File: config.mk
export PLATFORM = sky130hd
export DESIGN_NAME = hx_expander
export DESIGN_NICKNAME = d
export VERILOG_FILES = /design/src/rtl/hx_pkg.sv /design/src/rtl/hx_regfile.sv /design/src/rtl/hx_unpack.sv /design/src/rtl/hx_pix_fifo.sv /design/src/rtl/hx_expander.sv
export SDC_FILE = /design/constraint.sdc
export NUM_CORES = 1
export LEC_CHECK = 0
export BUFFER_PORTS_ARGS = -buffer_cell sky130_fd_sc_hd__buf_2
export CAP_MARGIN = 30
export CELL_PAD_IN_SITES_DETAIL_PLACEMENT = 0
export CELL_PAD_IN_SITES_GLOBAL_PLACEMENT = 2
export CORE_MARGIN = 2
export CORE_UTILIZATION = 35
export CTS_CLUSTER_DIAMETER = 120
export DETAILED_ROUTE_END_ITERATION = 10
export GPL_ROUTABILITY_DRIVEN = 0
export PLACE_DENSITY = 0.7
export SLEW_MARGIN = 20
export SYNTH_ARGS = -nofsm -noshare
export SYNTH_HDL_FRONTEND = slang
export SYNTH_SLANG_ARGS = --single-unit
File: constraint.sdc
create_clock -name clk -period 11.8 [get_ports clk]
set_input_delay 2.36 -clock clk [delete_from_list [all_inputs] [get_ports clk]]
set_output_delay 2.36 -clock clk [all_outputs]
set_load 0.005 [all_outputs]
File: src/rtl/hx_pkg.sv
package hx_pkg;

    // register map of the write port
    localparam logic [2:0] ADDR_CMD  = 3'd0;
    localparam logic [2:0] ADDR_SIZE = 3'd1;
    localparam logic [2:0] ADDR_FG   = 3'd2;
    localparam logic [2:0] ADDR_BG   = 3'd3;
    localparam logic [2:0] ADDR_FMT  = 3'd4;
    localparam logic [2:0] ADDR_ORG  = 3'd5;
    localparam logic [2:0] ADDR_DATA = 3'd6;

    // command word bit positions
    localparam int CMD_COPY  = 0;
    localparam int CMD_MONO0 = 1;
    localparam int CMD_HOST  = 6;
    localparam int CMD_MONO1 = 8;
    localparam int CMD_MONO2 = 17;

    // offset of the second coordinate in size and origin words
    localparam int HI_OFS = 16;

    // format code to log2(bytes per pixel)
    function automatic logic [1:0] fmt_to_lg(input logic [1:0] code);
        case (code)
            2'd0:    return 2'd0;
            2'd1:    return 2'd1;
            default: return 2'd2;
        endcase
    endfunction

endpackage

File: src/rtl/hx_regfile.sv
module hx_regfile
    import hx_pkg::*;
#(
    parameter int CW   = 12,
    parameter int DW   = 32,
    parameter int CNTW = 2 * CW + 4
) (
    input  logic            clk,
    input  logic            rst_n,
    input  logic            reg_wr,
    input  logic [2:0]      reg_addr,
    input  logic [DW-1:0]   reg_wdata,
    input  logic            busy,
    output logic            start,
    output logic            job_mono,
    output logic [1:0]      job_lg,
    output logic [CW-1:0]   job_wm1,
    output logic [CW-1:0]   job_ox,
    output logic [CW-1:0]   job_oy,
    output logic [DW-1:0]   job_fg,
    output logic [DW-1:0]   job_bg,
    output logic [CNTW-1:0] job_words,
    output logic [CNTW-1:0] job_pix
);

    typedef struct packed {
        logic [CW-1:0] wm1;
        logic [CW-1:0] hm1;
        logic [CW-1:0] ox;
        logic [CW-1:0] oy;
        logic [DW-1:0] fg;
        logic [DW-1:0] bg;
        logic [1:0]    fmt;
    } cfg_t;

    cfg_t cfg_q, cfg_d;

    logic          is_host, is_mono, is_copy;
    logic [CW:0]   w_ext, h_ext;
    logic [CNTW-1:0] pix_cnt, byte_cnt;

    always_comb begin
        cfg_d = cfg_q;
        if (reg_wr) begin
            case (reg_addr)
                ADDR_SIZE: begin
                    cfg_d.wm1 = reg_wdata[CW-1:0];
                    cfg_d.hm1 = reg_wdata[HI_OFS +: CW];
                end
                ADDR_FG:  cfg_d.fg  = reg_wdata;
                ADDR_BG:  cfg_d.bg  = reg_wdata;
                ADDR_FMT: cfg_d.fmt = reg_wdata[1:0];
                ADDR_ORG: begin
                    cfg_d.ox = reg_wdata[CW-1:0];
                    cfg_d.oy = reg_wdata[HI_OFS +: CW];
                end
                default: ;
            endcase
        end
    end

    always_ff @(posedge clk or negedge rst_n) begin
        if (!rst_n) cfg_q <= '0;
        else        cfg_q <= cfg_d;
    end

    // command decode
    always_comb begin
        is_host = reg_wdata[CMD_HOST];
        is_mono = reg_wdata[CMD_MONO0] & reg_wdata[CMD_MONO1] & reg_wdata[CMD_MONO2];
        is_copy = reg_wdata[CMD_COPY];
        start   = reg_wr && (reg_addr == ADDR_CMD) && !busy && is_host && (is_mono || is_copy);
    end

    // job parameters and expected word count
    always_comb begin
        w_ext     = {1'b0, cfg_q.wm1} + 1'b1;
        h_ext     = {1'b0, cfg_q.hm1} + 1'b1;
        pix_cnt   = CNTW'(w_ext) * CNTW'(h_ext);
        job_lg    = fmt_to_lg(cfg_q.fmt);
        job_mono  = is_mono;
        byte_cnt  = is_mono ? pix_cnt : (pix_cnt << job_lg);
        job_words = (byte_cnt + CNTW'(3)) >> 2;
        job_pix   = pix_cnt;
        job_wm1   = cfg_q.wm1;
        job_ox    = cfg_q.ox;
        job_oy    = cfg_q.oy;
        job_fg    = cfg_q.fg;
        job_bg    = cfg_q.bg;
    end

endmodule

File: src/rtl/hx_unpack.sv
module hx_unpack #(
    parameter int CW   = 12,
    parameter int DW   = 32,
    parameter int CNTW = 2 * CW + 4
) (
    input  logic            clk,
    input  logic            rst_n,
    input  logic            start,
    input  logic            job_mono,
    input  logic [1:0]      job_lg,
    input  logic [CW-1:0]   job_wm1,
    input  logic [CW-1:0]   job_ox,
    input  logic [CW-1:0]   job_oy,
    input  logic [DW-1:0]   job_fg,
    input  logic [DW-1:0]   job_bg,
    input  logic [CNTW-1:0] job_words,
    input  logic [CNTW-1:0] job_pix,
    input  logic            dp_wr,
    input  logic [DW-1:0]   dp_data,
    input  logic            fifo_full,
    input  logic            fifo_empty,
    output logic            dp_ready,
    output logic            push,
    output logic [CW-1:0]   push_x,
    output logic [CW-1:0]   push_y,
    output logic [DW-1:0]   push_color,
    output logic            busy,
    output logic            done,
    output logic            excess
);

    localparam int IW    = $clog2(DW);
    localparam int LANES = DW / 8;

    typedef struct packed {
        logic            busy;
        logic            mono;
        logic [1:0]      lg;
        logic [CW-1:0]   wm1;
        logic [CW-1:0]   ox;
        logic [CW-1:0]   oy;
        logic [DW-1:0]   fg;
        logic [DW-1:0]   bg;
        logic [CNTW-1:0] wleft;
        logic [CNTW-1:0] pleft;
        logic [DW-1:0]   wbuf;
        logic            wval;
        logic [IW-1:0]   idx;
        logic [CW-1:0]   cx;
        logic [CW-1:0]   cy;
        logic            done;
        logic            excess;
    } st_t;

    st_t q, d;

    logic [IW:0]   ppw;
    logic          last_in_word;
    logic          can_emit;
    logic          accept;
    logic [IW+2:0] sh;
    logic [DW-1:0] shifted;
    logic [DW-1:0] lane_val;
    logic          mono_bit;

    always_comb begin
        d        = q;
        d.done   = 1'b0;
        d.excess = 1'b0;

        // pixels per word and extraction of the current pixel
        ppw          = q.mono ? (IW+1)'(DW) : (IW+1)'(LANES >> q.lg);
        last_in_word = ({1'b0, q.idx} == ppw - 1'b1) || (q.pleft == CNTW'(1));
        sh           = {q.idx, 3'b000} << q.lg;
        shifted      = q.wbuf >> sh;
        case (q.lg)
            2'd0:    lane_val = DW'(shifted[7:0]);
            2'd1:    lane_val = DW'(shifted[15:0]);
            default: lane_val = shifted;
        endcase
        mono_bit   = q.wbuf[IW'(DW-1) - q.idx];
        push_color = q.mono ? (mono_bit ? q.fg : q.bg) : lane_val;
        push_x     = q.ox + q.cx;
        push_y     = q.oy + q.cy;

        can_emit = q.busy && q.wval && !fifo_full;
        push     = can_emit;
        dp_ready = !q.busy || (q.wleft == '0) || !q.wval || (can_emit && last_in_word);
        accept   = dp_wr && dp_ready;

        // emit one pixel into the queue
        if (can_emit) begin
            d.pleft = q.pleft - 1'b1;
            if (q.cx == q.wm1) begin
                d.cx = '0;
                d.cy = q.cy + 1'b1;
            end else begin
                d.cx = q.cx + 1'b1;
            end
            if (last_in_word) begin
                d.wval = 1'b0;
                d.idx  = '0;
            end else begin
                d.idx = q.idx + 1'b1;
            end
        end

        // take a data-port word
        if (accept) begin
            if (q.busy && (q.wleft != '0)) begin
                d.wleft = q.wleft - 1'b1;
                if (d.pleft != '0) begin
                    d.wbuf = dp_data;
                    d.wval = 1'b1;
                    d.idx  = '0;
                end
            end else begin
                d.excess = 1'b1;
            end
        end

        // completion
        if (q.busy && (q.wleft == '0) && (q.pleft == '0) && fifo_empty) begin
            d.busy = 1'b0;
            d.done = 1'b1;
        end

        // start of a new transfer
        if (start && !q.busy) begin
            d.busy  = 1'b1;
            d.mono  = job_mono;
            d.lg    = job_lg;
            d.wm1   = job_wm1;
            d.ox    = job_ox;
            d.oy    = job_oy;
            d.fg    = job_fg;
            d.bg    = job_bg;
            d.wleft = job_words;
            d.pleft = job_pix;
            d.wval  = 1'b0;
            d.idx   = '0;
            d.cx    = '0;
            d.cy    = '0;
        end

        busy   = q.busy;
        done   = q.done;
        excess = q.excess;
    end

    always_ff @(posedge clk or negedge rst_n) begin
        if (!rst_n) q <= '0;
        else        q <= d;
    end

endmodule

File: src/rtl/hx_pix_fifo.sv
module hx_pix_fifo #(
    parameter int W     = 56,
    parameter int DEPTH = 4
) (
    input  logic         clk,
    input  logic         rst_n,
    input  logic         push,
    input  logic [W-1:0] din,
    input  logic         pop,
    output logic [W-1:0] dout,
    output logic         full,
    output logic         empty
);

    localparam int AW = (DEPTH > 1) ? $clog2(DEPTH) : 1;
    localparam int NW = $clog2(DEPTH + 1);

    typedef struct packed {
        logic [AW-1:0] wp;
        logic [AW-1:0] rp;
        logic [NW-1:0] cnt;
    } ptr_t;

    ptr_t q, d;
    logic [W-1:0] mem [DEPTH];
    logic do_push, do_pop;

    always_comb begin
        d       = q;
        full    = (q.cnt == NW'(DEPTH));
        empty   = (q.cnt == '0);
        do_push = push && !full;
        do_pop  = pop && !empty;
        if (do_push) d.wp = (q.wp == AW'(DEPTH - 1)) ? '0 : q.wp + 1'b1;
        if (do_pop)  d.rp = (q.rp == AW'(DEPTH - 1)) ? '0 : q.rp + 1'b1;
        case ({do_push, do_pop})
            2'b10:   d.cnt = q.cnt + 1'b1;
            2'b01:   d.cnt = q.cnt - 1'b1;
            default: d.cnt = q.cnt;
        endcase
        dout = mem[q.rp];
    end

    always_ff @(posedge clk or negedge rst_n) begin
        if (!rst_n) q <= '0;
        else        q <= d;
    end

    always_ff @(posedge clk) begin
        if (do_push) mem[q.wp] <= din;
    end

endmodule

File: src/rtl/hx_expander.sv
module hx_expander
    import hx_pkg::*;
#(
    parameter int CW    = 12,
    parameter int DW    = 32,
    parameter int DEPTH = 4
) (
    input  logic          clk,
    input  logic          rst_n,
    input  logic          reg_wr,
    input  logic [2:0]    reg_addr,
    input  logic [DW-1:0] reg_wdata,
    output logic          reg_ready,
    output logic          pix_valid,
    input  logic          pix_ready,
    output logic [CW-1:0] pix_x,
    output logic [CW-1:0] pix_y,
    output logic [DW-1:0] pix_color,
    output logic          busy,
    output logic          done,
    output logic          excess
);

    localparam int CNTW = 2 * CW + 4;
    localparam int PW   = 2 * CW + DW;

    logic            start, job_mono;
    logic [1:0]      job_lg;
    logic [CW-1:0]   job_wm1, job_ox, job_oy;
    logic [DW-1:0]   job_fg, job_bg;
    logic [CNTW-1:0] job_words, job_pix;
    logic            dp_wr, dp_ready;
    logic            push, fifo_full, fifo_empty;
    logic [CW-1:0]   push_x, push_y;
    logic [DW-1:0]   push_color;
    logic [PW-1:0]   fifo_out;

    hx_regfile #(.CW(CW), .DW(DW), .CNTW(CNTW)) u_regs (
        .clk       (clk),
        .rst_n     (rst_n),
        .reg_wr    (reg_wr),
        .reg_addr  (reg_addr),
        .reg_wdata (reg_wdata),
        .busy      (busy),
        .start     (start),
        .job_mono  (job_mono),
        .job_lg    (job_lg),
        .job_wm1   (job_wm1),
        .job_ox    (job_ox),
        .job_oy    (job_oy),
        .job_fg    (job_fg),
        .job_bg    (job_bg),
        .job_words (job_words),
        .job_pix   (job_pix)
    );

    assign dp_wr     = reg_wr && (reg_addr == ADDR_DATA);
    assign reg_ready = (reg_addr == ADDR_DATA) ? dp_ready : 1'b1;

    hx_unpack #(.CW(CW), .DW(DW), .CNTW(CNTW)) u_unpack (
        .clk        (clk),
        .rst_n      (rst_n),
        .start      (start),
        .job_mono   (job_mono),
        .job_lg     (job_lg),
        .job_wm1    (job_wm1),
        .job_ox     (job_ox),
        .job_oy     (job_oy),
        .job_fg     (job_fg),
        .job_bg     (job_bg),
        .job_words  (job_words),
        .job_pix    (job_pix),
        .dp_wr      (dp_wr),
        .dp_data    (reg_wdata),
        .fifo_full  (fifo_full),
        .fifo_empty (fifo_empty),
        .dp_ready   (dp_ready),
        .push       (push),
        .push_x     (push_x),
        .push_y     (push_y),
        .push_color (push_color),
        .busy       (busy),
        .done       (done),
        .excess     (excess)
    );

    hx_pix_fifo #(.W(PW), .DEPTH(DEPTH)) u_fifo (
        .clk   (clk),
        .rst_n (rst_n),
        .push  (push),
        .din   ({push_x, push_y, push_color}),
        .pop   (pix_ready),
        .dout  (fifo_out),
        .full  (fifo_full),
        .empty (fifo_empty)
    );

    assign pix_valid = !fifo_empty;
    assign pix_x     = fifo_out[PW-1 -: CW];
    assign pix_y     = fifo_out[DW +: CW];
    assign pix_color = fifo_out[DW-1:0];

endmodule

Word level (Yosys, flattened, before mapping). Memory sizes are Yosys's and may differ from the RTL's. Cells that the tools add are included.

Flip-flop bits (word level): 345. Memory bits (writable): 224. Bits of input ports: 39. Output and inout port bits: 61. Logic and storage cells: 146. Memories kept: 1.

Memories: u_fifo.mem (words 4, bits a word 56, read ports 1, clocked after Yosys merged registers in 0, write ports 1, RTL line hx_pix_fifo.sv:25) `logic [W-1:0] mem [DEPTH];`.

$add $sub $neg: 16. Multipliers: 1. Order comparisons: 1. Equal/unequal tests: 16. Shift-type cells: 4. Muxes and demuxes: 31. Bitwise gates (word level): 2. Reductions and logical operators: 47.

Operators with widths (number): 160-bit 2-to-1 mux (1); 28-bit 2-to-1 mux (4); 32-bit 2-to-1 mux (2); 32-bit case mux with 2 select lines (1); 30-bit 2-to-1 mux (2); 28-bit logical NOT (2); 28-bit nonzero test (2); 28-bit by 1-bit subtractor with 28-bit output (second input constant) (2); 32-bit by 8-bit >> shifter with 32-bit output (1); 28-bit by 2-bit adder with 28-bit output (second input constant) (1); 28-bit by 1-bit equality test with 1-bit output (second input constant) (1); 26-bit by 2-bit << shifter with 28-bit output (1); 12-bit by 1-bit adder with 13-bit output (second input constant) (2); 13-bit by 13-bit multiplier with 26-bit output (1); 12-bit by 1-bit adder with 12-bit output (second input constant) (2); 12-bit adder (2); 12-bit 2-to-1 mux (2); 6-bit 2-to-1 mux (4); 1-bit logical AND (16); 2-bit AND reduction (7); 12-bit equality test (1); 3-bit equality test (second input constant) (4); 2-bit nonzero test (6); 1-bit 2-to-1 mux (9); other kinds (25) (42).

Longest topological paths before layout.
Word-level depth: 11. Depth in mapped cells: 30. Gate-level depth less buffers: 28.

Cells and area by module. From an unflattened synthesis, not the netlist that was laid out.

Cell total of the unflattened synthesis: 3114. Area, all modules: 33872.5 sq um.

Modules (own cells, without submodules): hx_unpack (instances 1, cells each 1483, area each 12874.8 sq um, seq. area each 5605.4 sq um); hx_regfile (instances 1, cells each 1295, area each 12424.4 sq um, seq. area each 2852.7 sq um); hx_pix_fifo (instances 1, cells each 333, area each 8548.2 sq um, seq. area each 6901.6 sq um); hx_expander (instances 1, cells each 3, area each 25.0 sq um, seq. area each 0.0 sq um).

Worst setup path before layout. No wires, ideal clock.

Path type: flip-flop to flip-flop. Start: register u_regs.cfg_q, in the netlist u_regs.job_wm1[0]. End: register u_unpack.q[113] in the netlist's numbering. Library setup time: 129 ps. Data arrival time: 7431 ps. Required time: 11671 ps. Path slack: 4240 ps. Stages on the path, launching flop included: 29. Path buffers: 2. Period minus slack after synthesis: 7560 ps. Path through: dfrtp_1 -> ha_1 -> nand3_1 -> nor2_1 -> and3_1 -> and3_1 -> xor2_1 -> clkbuf_1 -> nand2_1 -> fa_1 -> fa_1 -> inv_1 -> fa_1 -> fa_1 -> inv_1 -> fa_1 -> inv_1 -> ha_1 -> clkbuf_1 -> and4_1 -> nand2_1 -> o2bb2ai_1 -> mux2i_1 -> a22oi_1 -> a21o_1 -> or3b_1 -> or4_1 -> mux2i_1 -> o21ai_1.

Cells in the longest elaborated chain, start to end: 6.

Ends and longest elaborated chain: start: declaration (RTL line hx_regfile.sv:36) `cfg_t cfg_q, cfg_d;`; start signal: assignment (RTL line hx_regfile.sv:64) `else cfg_q <= cfg_d;`; 12-bit by 1-bit adder with 13-bit output * (RTL line hx_regfile.sv:77) `w_ext = {1'b0, cfg_q.wm1} + 1'b1;`; 13-bit by 13-bit multiplier with 26-bit output * (RTL line hx_regfile.sv:79) `pix_cnt = CNTW'(w_ext) * CNTW'(h_ext);`; 26-bit by 2-bit << shifter with 28-bit output (RTL line hx_regfile.sv:82) `byte_cnt = is_mono ? pix_cnt : (pix_cnt << job_lg);`; 28-bit 2-to-1 mux * (RTL line hx_regfile.sv:82); 28-bit by 2-bit adder with 28-bit output * (RTL line hx_regfile.sv:83) `job_words = (byte_cnt + CNTW'(3)) >> 2;`; 160-bit 2-to-1 mux * (RTL line hx_unpack.sv:129) `if (start && !q.busy) begin`; end signal: assignment (RTL line hx_unpack.sv:152) `if (!rst_n) q <= '0;`; end signal: assignment (RTL line hx_unpack.sv:153) `else q <= d;`; end: declaration (RTL line hx_unpack.sv:55) `st_t q, d;`.

Mark *: on every way between the ends. The rest lies on a longest branch, timed or not. A chain may end at the register's enable or synchronous reset.

Worst setup path in the final report.
Start: register u_regs.cfg_q[90] in the netlist's numbering. End: register u_unpack.q[116] in the netlist's numbering.

Cells in the longest elaborated chain, start to end: 6.

Ends and longest elaborated chain: 12-bit by 1-bit adder with 13-bit output * (RTL line hx_regfile.sv:78) `h_ext = {1'b0, cfg_q.hm1} + 1'b1;`; 13-bit by 13-bit multiplier with 26-bit output * (RTL line hx_regfile.sv:79); 26-bit by 2-bit << shifter with 28-bit output (RTL line hx_regfile.sv:82); 28-bit 2-to-1 mux * (RTL line hx_regfile.sv:82); 28-bit by 2-bit adder with 28-bit output * (RTL line hx_regfile.sv:83); 160-bit 2-to-1 mux * (RTL line hx_unpack.sv:129).

Marks and branches as above.

==> results.py <==
metrics = {
    "clocking": {
        "cts_setup_buffers": 0,
        "h-tree-depth": 2,
        "numCtsBuffers": 59,
        "cts_tree": "yes",
        "cts_resized": 0,
        "path_clk_slew_ps": 60,
        "hold_buffers": 0,
        "clock_insertion_delay_worst_skew_ps": 660,
        "cts.path.max_buffers": 3,
        "cts_root_buffer": "clkbuf_16",
        "clock-sinks": 569,
    },
    "logic_synthesis": {
        "syn_area_per_cell_um2": 11.1,
        "syn_nets": 3178,
        "netlist_area_um2": 32300,
        "ys_top_cells_by_count": "550 x nand2_1, 345 x dfrtp_1, 224 x edfxtp_1",
        "synth.top_cell.area_share_pct": 26.7,
        "synth_edf_count": 224,
        "synth_area_leaders": "dfrtp_1 27%, edfxtp_1 21%, fa_1 7.7%, nand2_1 6.4%, mux2_2 5.0%",
        "synth_cell_types": 90,
        "syn_inst": 2906,
        "synth_top_flop_cell": "dfrtp_1",
        "yosysSeqAreaShare_pct": 47.5,
        "ys_ff_latch": 569,
        "yosys_warnings": 0,
        "synth.most_common_cell": "nand2_1",
        "yosysTopAreaCell": "dfrtp_1",
        "synthArstFlopShare_pct": 60.6,
    },
    "timing": {
        "relSlewSlack_pct": 30.8,
        "drv_slew": 0,
        "min_period_ps": 8920,
        "worst_pin_slew_ps": 1040,
        "rsz0062_at_grt": "no",
        "skew_ps": 74.7,
        "hold_viol_final": 0,
        "finalSetupViolations": 0,
        "setup_slack_ps": 2880,
        "fin_crit_sh_pct": 75.6,
        "setup_tns_ps": 0,
        "fmax_mhz": 112,
    },
    "layout": {
        "finalNetCount": 3249,
        "final_core_util_pct": 39.5,
        "diodes": 0,
        "final_layout_size_suffix_gt1_share_pct": 16.2,
        "syn2layout_area_growth_pct": 11.9,
    },
    "floorplanning": {
        "start_util_pct": 35.3,
        "dieArea_um2": 94800,
        "dieWidth_um": 308,
        "die_h_um": 308,
        "core_um2": 91700,
        "pin_count": 100,
        "rows": 111,
    },
    "critical_path": {
        "critPathKind": "flip-flop to flip-flop",
        "required_ps": 12290,
        "cp.arrival_ps": 9400,
        "crit_fanout": 17,
        "worst_setup_path_end_kind": "flip-flop",
        "worst_setup_path_start_kind": "flip-flop",
    },
    "hold_path": {
        "hold_class": "flip-flop to flip-flop",
    },
    "placement": {
        "hpwl_mm": 63.1,
        "numPortBuffers": 99,
        "dp_slack_ps": 2920,
    },
    "global_routing": {
        "grt_max_degree": 88,
        "grt_use_total_pct": 18.4,
        "grt_pass1_wl_mm": 135,
        "grt_pass1_vias": 22300,
        "antenna_found_initial": 7,
        "grt-ovfl-total": 0,
    },
    "detailed_routing": {
        "drt_iter0_drc": 1509,
        "routed_wl_mm": 86.7,
        "vias_per_cell": 5.24,
        "ant_nets": 0,
        "wl_per_cell_um": 20.6,
        "via_count": 22100,
        "drt_drc_violations_left": 0,
        "first_pass_iters": 5,
    },
    "outcome": {
        "status": "completed",
    },
    "job": {
        "drv_cap": 0,
    },
}
==> layout by cell type, fill, tap and decap left out, types with 9 or more instances in the layout <==
cell / n
fa_1: 124
mux4_2: 70
ha_1: 109
a211oi_1: 12
clkbuf_1: 11
nand2_1: 550
xor2_1: 73
clkbuf_16: 59
dfrtp_1: 343
and3_1: 28
or3_1: 24
o21ai_1: 11
buf_2: 100
o22ai_1: 9
xnor2_1: 86
a21o_1: 11
clkinv_1: 13
nor2b_1: 11
nand2b_1: 21
mux2_2: 145
o31ai_1: 10
nand3_1: 49
or2_2: 10
nand4_1: 15
buf_4: 30
a21oi_1: 66
inv_1: 207
nor3_1: 36
and2_1: 25
mux2i_1: 42
nor4_1: 18
nor2_1: 165
o211ai_1: 12
edfxtp_1: 224
clkinv_2: 10
o21ai_0: 112
==> sequential cells by signal, summed over array words and instances (netlist names), 12 cells and up <==
signal	flops
u_regs.job_fg	32
u_regs.job_wm1	12
u_unpack.q	221
u_regs.job_bg	32
u_fifo.mem	224
u_regs.cfg_q	14
u_regs.job_oy	12
u_regs.job_ox	12
==> area by class of cell <==
type / instances / area [um^2]
flip-flops and latches: 569 / 15400
inverters: 208 / 781
fillers: 8930 / 55500
well taps: 1186 / 1480
repair buffers: 139 / 851
clock inverters: 39 / 443
clock buffers: 71 / 1530
multi-input cells: 2000 / 15700
==> stage by stage <==
stage / hold WS (ps) / area (um^2) / instances
4_1_cts: 461 / 36100 / 4203
3_5_place_dp: 447 / 34100 / 4093
3_3_place_gp: 440 / 34100 / 4089
5_1_grt: 482 / 36200 / 4212
2_1_floorplan: 433 / 32300 / 2906
6_report: 459 / 36200 / 4212
==> final timing paths <==
check | start | slack [ps] | endpoint | cells past startpoint
hold reg to reg | u_regs.job_fg[23] | 460 | u_unpack.q[175] | 2
setup / recovery | u_regs.cfg_q[90] | 2880 | u_unpack.q[116] | 26
hold / removal | u_regs.job_fg[23] | 460 | u_unpack.q[175] | 2
max in group asynchronous | rst_n | 8000 | u_unpack.q[134] | 5
min in group asynchronous | rst_n | 1740 | u_unpack.q[106] | 1
setup reg to reg | u_regs.cfg_q[90] | 2880 | u_unpack.q[116] | 26
==> logic make-up (layout without fill, tap and decap cells) <==
kind of cell	count (synthesis)	count (layout)	share of synthesized area [%]
xor+xnor	160	160	4.33
fa+ha+maj	233	233	11.9
compound gates	335	335	6.72
simple gates	1009	1009	14.1
flops	569	569	47.5
buf+inv	337	457	4.02
mux	263	263	11.4
==> worst max-delay path, stage by stage, from the launching register on <==
cell and delay (ps):
dfrtp_1 740, ha_1 330, nand3_1 140, nor2_1 260, and3_1 270, and3_1 270
xor2_1 580, nand2_1 160, fa_1 510, fa_1 540, inv_1 50, fa_1 520
fa_1 550, inv_1 50, fa_1 520, inv_1 40, ha_1 430, and2_1 200
nand4_1 120, a211oi_1 450, nor3_1 150, o32a_1 350, o21ai_0 370, nand3b_1 300
nor4_4 480, o221a_1 280, nand2_1 60
==> metal layers <==
| metal | part of all wire [%] | track usage, % | wire (um) |
|---|---|---|---|
| met1 | 46 | 26.2 | 40000 |
| met3 | 4.0 | 1.92 | 3460 |
| met4 | 1.8 | 3.62 | 1550 |
| met2 | 48 | 30.7 | 41700 |
| met5 | 0.015 | 0 | 13 |
Power is left out: the tool's default activity adds up to more than one toggle a clock period on the data nets, which glitch-free logic cannot reach.
